$ cat config.mk
export PLATFORM = sky130hd
export DESIGN_NAME = comma_deser
export DESIGN_NICKNAME = d
export VERILOG_FILES = /design/src/rtl/comma_deser_pkg.sv /design/src/rtl/rx_src_sel.sv /design/src/rtl/comma_match.sv /design/src/rtl/word_framer.sv /design/src/rtl/byte_clk_gen.sv /design/src/rtl/comma_deser.sv
export SDC_FILE = /design/constraint.sdc
export NUM_CORES = 1
export LEC_CHECK = 0
export BUFFER_PORTS_ARGS = -buffer_cell sky130_fd_sc_hd__buf_2
export CORE_UTILIZATION = 46
export DETAILED_ROUTE_END_ITERATION = 8
export PLACE_DENSITY = 0.65
export SLEW_MARGIN = 20
export SYNTH_ARGS = -nofsm -noshare
export SYNTH_HDL_FRONTEND = slang
export SYNTH_HIERARCHICAL = 1
export SYNTH_SLANG_ARGS = --single-unit
$ cat constraint.sdc
create_clock -name clk_i -period 3.2 [get_ports clk_i]
set_input_delay 0.96 -clock clk_i [delete_from_list [all_inputs] [get_ports clk_i]]
set_output_delay 0.96 -clock clk_i [all_outputs]
set_load 0.05 [all_outputs]
$ cat src/rtl/comma_deser_pkg.sv
package comma_deser_pkg;
  localparam int WORD_W  = 10;
  localparam int COMMA_W = 7;
  // Comma with first-received bit at index 0: received order 0,0,1,1,1,1,1
  localparam logic [COMMA_W-1:0] COMMA_POS = 7'b1111100;
endpackage

$ cat src/rtl/rx_src_sel.sv
module rx_src_sel (
  input  logic clk_i,
  input  logic rst_ni,
  input  logic line_a_i,
  input  logic line_b_i,
  input  logic line_sel_i,
  input  logic loop_en_i,
  input  logic tx_loop_i,
  output logic bit_o,
  output logic vld_o
);
  logic src;

  always_comb begin
    if (loop_en_i)       src = tx_loop_i;
    else if (line_sel_i) src = line_b_i;
    else                 src = line_a_i;
  end

  always_ff @(posedge clk_i or negedge rst_ni) begin
    if (!rst_ni) begin
      bit_o <= 1'b0;
      vld_o <= 1'b0;
    end else begin
      bit_o <= src;
      vld_o <= 1'b1;
    end
  end
endmodule

$ cat src/rtl/comma_match.sv
module comma_match
  import comma_deser_pkg::*;
#(
  parameter int                 PAT_W = COMMA_W,
  parameter logic [PAT_W-1:0]   PAT   = COMMA_POS
) (
  input  logic [PAT_W-1:0] win_i,
  output logic             hit_o
);
  logic [1:0] pol_hit;

  for (genvar p = 0; p < 2; p++) begin : g_pol
    localparam logic [PAT_W-1:0] REF = (p == 0) ? PAT : ~PAT;
    assign pol_hit[p] = (win_i == REF);
  end

  assign hit_o = |pol_hit;
endmodule

$ cat src/rtl/word_framer.sv
module word_framer
  import comma_deser_pkg::*;
#(
  parameter int W   = WORD_W,
  parameter int CW  = COMMA_W,
  localparam int CNT_W = $clog2(W)
) (
  input  logic         clk_i,
  input  logic         rst_ni,
  input  logic         bit_i,
  input  logic         vld_i,
  input  logic         sync_en_i,
  output logic [W-1:0] word_o,
  output logic         comma_o,
  output logic         emit_o
);
  localparam logic [CNT_W-1:0] LAST = CNT_W'(W - 1);

  logic [W-1:0]     sr_q, win;
  logic [CNT_W-1:0] cnt_q;
  logic             full_q, hit, last, realign;

  assign win = {bit_i, sr_q[W-1:1]};

  comma_match #(.PAT_W(CW), .PAT(COMMA_POS)) u_match (
    .win_i (win[CW-1:0]),
    .hit_o (hit)
  );

  assign last    = vld_i && (cnt_q == LAST);
  // realign only on a window filled with received bits
  assign realign = vld_i && sync_en_i && hit && (full_q || last);
  assign emit_o  = last || realign;

  always_ff @(posedge clk_i or negedge rst_ni) begin
    if (!rst_ni) begin
      sr_q    <= '0;
      cnt_q   <= '0;
      full_q  <= 1'b0;
      word_o  <= '0;
      comma_o <= 1'b0;
    end else if (vld_i) begin
      sr_q <= win;
      if (last) full_q <= 1'b1;
      if (emit_o) begin
        cnt_q   <= '0;
        word_o  <= win;
        comma_o <= hit;
      end else begin
        cnt_q <= cnt_q + 1'b1;
      end
    end
  end
endmodule

$ cat src/rtl/byte_clk_gen.sv
module byte_clk_gen (
  input  logic clk_i,
  input  logic rst_ni,
  input  logic emit_i,
  output logic rbc0_o,
  output logic rbc1_o
);
  logic phase_q;

  always_ff @(posedge clk_i or negedge rst_ni) begin
    if (!rst_ni)     phase_q <= 1'b0;
    else if (emit_i) phase_q <= ~phase_q;
  end

  assign rbc0_o = phase_q;
  assign rbc1_o = ~phase_q;
endmodule

$ cat src/rtl/comma_deser.sv
module comma_deser
  import comma_deser_pkg::*;
#(
  parameter int WORD_W_P  = WORD_W,
  parameter int COMMA_W_P = COMMA_W
) (
  input  logic                clk_i,
  input  logic                rst_ni,
  input  logic                line_a_i,
  input  logic                line_b_i,
  input  logic                line_sel_i,
  input  logic                loop_en_i,
  input  logic                tx_loop_i,
  input  logic                sync_en_i,
  output logic [WORD_W_P-1:0] word_o,
  output logic                comma_o,
  output logic                rbc0_o,
  output logic                rbc1_o
);
  logic samp_bit, samp_vld, emit;

  rx_src_sel u_src (
    .clk_i      (clk_i),
    .rst_ni     (rst_ni),
    .line_a_i   (line_a_i),
    .line_b_i   (line_b_i),
    .line_sel_i (line_sel_i),
    .loop_en_i  (loop_en_i),
    .tx_loop_i  (tx_loop_i),
    .bit_o      (samp_bit),
    .vld_o      (samp_vld)
  );

  word_framer #(.W(WORD_W_P), .CW(COMMA_W_P)) u_framer (
    .clk_i     (clk_i),
    .rst_ni    (rst_ni),
    .bit_i     (samp_bit),
    .vld_i     (samp_vld),
    .sync_en_i (sync_en_i),
    .word_o    (word_o),
    .comma_o   (comma_o),
    .emit_o    (emit)
  );

  byte_clk_gen u_bclk (
    .clk_i  (clk_i),
    .rst_ni (rst_ni),
    .emit_i (emit),
    .rbc0_o (rbc0_o),
    .rbc1_o (rbc1_o)
  );
endmodule

# Yosys cells after proc, flatten, opt, wreduce, memory -nomap -nowiden
# Index checks and enable logic that the tools add are counted.
# totals
reg_bits,29
input_bits,8
elab_cells,25
# classes
add_sub_neg,1
eq_ne,3
n_mux,3
bitwise_logic,1
n_reduce_logical,9
# ops
op,n
"== test 7 x 2 -> 1 bit, second input constant",1
"== test 7 bit, second input constant",1
"adder 4 x 1 -> 4 bit, second input constant",1
"== test 4 bit, second input constant",1
logical AND 1 bit,4
two-way mux 4 bit,1
AND reduction 2 bit,2
logical OR 1 bit,2
two-way mux 1 bit,2
OR reduction 2 bit,1
inverter 1 bit,1

# Depth between registers and ports, before layout
# logic_depth
depth_word,6
depth_mapped,7

# By module
# Netlist, hierarchy kept.
# modules_own_cells
module,instances,cells_per_inst,area_per_inst_um2,seq_area_each_um2
word_framer,1,66,1051.0,625.6
rx_src_sel,1,6,72.6,50.0
byte_clk_gen,1,3,37.5,25.0
comma_match,1,6,33.8,0.0

# Least setup slack after synthesis
# No wires, ideal clock.
# synth_path
path_type,flip-flop to output port
from,"register u_bclk.phase_q, in the netlist u_bclk/rbc0_o"
to,output rbc1_o
arrival_time_ps,982
slack_ps,1258
path_stages_with_launch,2
n_path_buf,0
path_cell_list,dfrtp_1 > inv_1
# synth_between
elab_chain_len,1
# synth_rtl
item,line_no,source
from (decl),byte_clk_gen.sv:8,logic phase_q;
from (signal assigned),byte_clk_gen.sv:12,else if (emit_i) phase_q <= ~phase_q;
inverter 1 bit,byte_clk_gen.sv:16,assign rbc1_o = ~phase_q;
to (decl),comma_deser.sv:18,output logic rbc1_o
# No other way between the ends.

# Final worst setup path
# Ends and elaborated chain as after synthesis.

==> results by group <==
GRT
  – Antenna violations before repair: 0
  – Pin count of the biggest net entering global routing: 29
  – Grt total ovfl: 0
  – First-pass GRT wire length: 2746 microns
  – Tot GR Track Use: 14.10%
  – Number of global-route vias before repair: 644

Logic synthesis
  – Synth cell count leaders: dfrtp_1, mux2_2, mux2_4
  – Synth unique cells: 24
  – Synth async-reset ratio: 100.0%
  – Largest area contributor in the netlist: dfrtp_1
  – Cells after Synth: 81
  – Top-count cell post-synth: dfrtp_1
  – YS warnings: 6
  – Area contributors post-synth: dfrtp_1, mux2_2, mux2_4, xor2_1, ha_1
  – Synth Flop Type: dfrtp_1
  – Flop and latch count out of synthesis: 28
  – Mapped cell area: 1195 sq um
  – Mapped Nets: 91
  – EDFF count, synth: 0
  – Register area share after synthesis: 58.64%
  – Synth top area share: 58.64%
  – Avg Cell Area, Syn: 14.75 sq um

Detailed routing
  – DRC viols: 1
  – First drt pass iteration count: 5
  – Routed length per instance: 13.39 microns
  – Vias per cell: 5.076
  – Post-Route WL: 1767 microns
  – DR iter-0 viols: 1
  – Vias after detailed routing: 670
  – Antenna-violating nets left: 0

Clock tree
  – # clock sinks: 28
  – Post-CTS Setup Inserts: 0
  – Worst-Skew Late Latency: 0.31 ns
  – CTS Hold Bufs: 0
  – CTS H-tree lvls: 1
  – PostCTS Resize Cnt: 0
  – CTS tree: built
  – CTS Buf Count: 3
  – CTS max path bufs: 2
  – Root Driver: clkbuf_4
  – Clock Pin Slew Worst Setup and Hold Paths: 0.13 ns

STA
  – Worst Max-Slew Pin Slew: 0.6402 ns
  – Final worst-path cycle share: 62.52%
  – FMAX: 499.8 MHz
  – Pins over their slew limit: 0
  – Tmin final: 2.001 ns
  – Final hold violation count: 0
  – Relative slew slack: 57.32%
  – Final setup vio count: 0
  – Total Neg Setup Slack: 0 ns
  – RSZ-0062 raised after global routing: false
  – Clk_skew: 0.003509 ns

Die
  – # IOs: 21
  – Initial Util: 48.67%
  – Rows: 18
  – Die Ht: 52.97 microns
  – Die Width: 52.97 microns
  – Core ar.: 2455 sq um
  – Full die area: 2805 sq um

Critical path
  – R2R setup slack: 1.24 ns
  – Highest net fanout along the worst path: 3
  – Setup CP Type: reg2out
  – Reg2Reg Capture Point: u_framer/comma_o$_DFFE_PN0P_
  – Worst R2R Path Depth: 6
  – Data required, critical path: 2.24 ns
  – Critical Path End Type: output port
  – R2R Path Start: u_framer/sr_q[5]$_DFFE_PN0P_
  – Crit path DAT: 1.04 ns
  – Startpoint types: register

Power
  – Sequential power share: 45.5%
  – Leakage: 0.0006706 uW
  – Max IR drop VDD: 0.0005937 V
  – Pwr dens: 962.0 nW/um^2
  – Net switching power: 546.3 uW
  – P_int: 740.4 uW
  – Power share of the combinational group: 41.8%
  – Clock power share: 12.6%
  – Sw frac: 42.46%
  – Total Power: 1287 uW

Finish
  – Antenna cell count: 0
  – Syn-to-layout area delta: 11.94%
  – Layout Nets: 113
  – Share of layout cells above drive strength 1: 46.08%
  – FILL cells: 239

Run status
  – Violated checks: design-rule violations
  – Outcome: complete, but fails checks

Min path
  – Hold Path Stages: 1
  – Hold_sp: u_bclk/rbc0_o$_DFFE_PN0P_
  – Hold Path End: u_bclk/rbc0_o$_DFFE_PN0P_
  – Hold Path Class: reg2reg

Run
  – Count of max-cap constraint violations: 0

Placed design
  – HPWL after DPL: 1245 microns
  – RePlAce Congestion: 0.7077
  – Port bufs: 20
[per-layer routing]
layer  vias to the layer above  global-route usage [%]  routed length [microns]
met5                         -                       0                        0
met4                         0                   7.895                       13
met3                         2                   3.448                       63
met2                        14                   23.63                      883
met1                       334                   16.30                      806
li1                        320                       -                        -
[cell families (layout without fill, tap and decap cells)]
| kind of cell | after synthesis | in the layout | share of synthesized area, % |
|---|---|---|---|
| DFF | 28 | 28 | 58.64 |
| muxes | 21 | 21 | 21.57 |
| and+or+nand+nor | 16 | 16 | 9.844 |
| buffers and inverters | 6 | 27 | 3.559 |
| AOI/OAI and AO/OA | 4 | 4 | 1.780 |
| xor gates and xnor gates | 3 | 3 | 2.199 |
| adders and majority gates | 2 | 2 | 2.094 |
| other | 1 | 1 | 0.3138 |
[flip-flops by register name, indices dropped and copies added, names as in the netlist]
name / count
u_framer/comma_o: 1
u_bclk/rbc0_o: 1
u_framer/sr_q: 9
u_framer/word_o: 10
u_framer/full_q: 1
u_src/bit_o: 1
u_src/vld_o: 1
u_framer/cnt_q: 4
[critical path: stages (launching register included)]
cell,delay [ns]
dfrtp_1,0.43
inv_1,0.06
buf_2,0.25
[power groups by stage]
stage / sequential, uW / clock (uW) / combinational (uW)
floorplan: 795 / 0 / 216
global placement: 589 / 0 / 531
detailed placement: 595 / 0 / 541
CTS: 589 / 172 / 543
global route: 604 / 185 / 568
finish: 586 / 163 / 538
[layout make-up]
| class | instances | area [sq um] | share of cell area [%] |
|---|---|---|---|
| Sequential cell | 28 | 700.7 | 52.39 |
| Clock buffer | 4 | 36.28 | 2.713 |
| Multi-Input combinational cell | 47 | 451.7 | 33.77 |
| Timing Repair Buffer | 20 | 100.1 | 7.484 |
| Tap cell | 30 | 37.54 | 2.806 |
| Inverter | 3 | 11.26 | 0.8419 |
[worst max path at each step]
stage | start | end | slack, ns
after floorplan | u_bclk/rbc0_o$_DFFE_PN0P_ | rbc1_o | 1.26
after global placement | sync_en_i | u_framer/word_o[8]$_DFFE_PN0P_ | 1.28
after detailed placement | u_framer/sr_q[5]$_DFFE_PN0P_ | u_framer/word_o[8]$_DFFE_PN0P_ | 1.25
after CTS | u_bclk/rbc0_o$_DFFE_PN0P_ | rbc1_o | 1.17
after global routing | u_bclk/rbc0_o$_DFFE_PN0P_ | rbc1_o | 1.12
final | u_bclk/rbc0_o$_DFFE_PN0P_ | rbc1_o | 1.20
[cell usage in the layout, fill, tap and decap left out, drive strengths merged]
master,count
dfrtp,28
buf,20
mux2,20
clkbuf,4
nand2,4
nand4,4
inv,3
xor2,3
nor2,3
o21ai,3
ha,2
nand4b,2
nand2b,1
o22ai,1
or2b,1
nor4,1
mux2i,1
conb,1
[per-stage QoR]
stage | setup WS [ns] | instances | hold WS, ns | area (sq um) | util, %
3_3_place_gp | 1.276 | 128 | 0.4734 | 1301 | 53.01
6_report | 1.199 | 132 | 0.4981 | 1338 | 54.49
5_1_grt | 1.119 | 132 | 0.5179 | 1338 | 54.49
3_5_place_dp | 1.248 | 128 | 0.4739 | 1301 | 53.01
2_1_floorplan | 1.258 | 81 | 0.4534 | 1195 | -
4_1_cts | 1.174 | 132 | 0.5061 | 1338 | 54.49
Power figures use the tool's default switching activity.
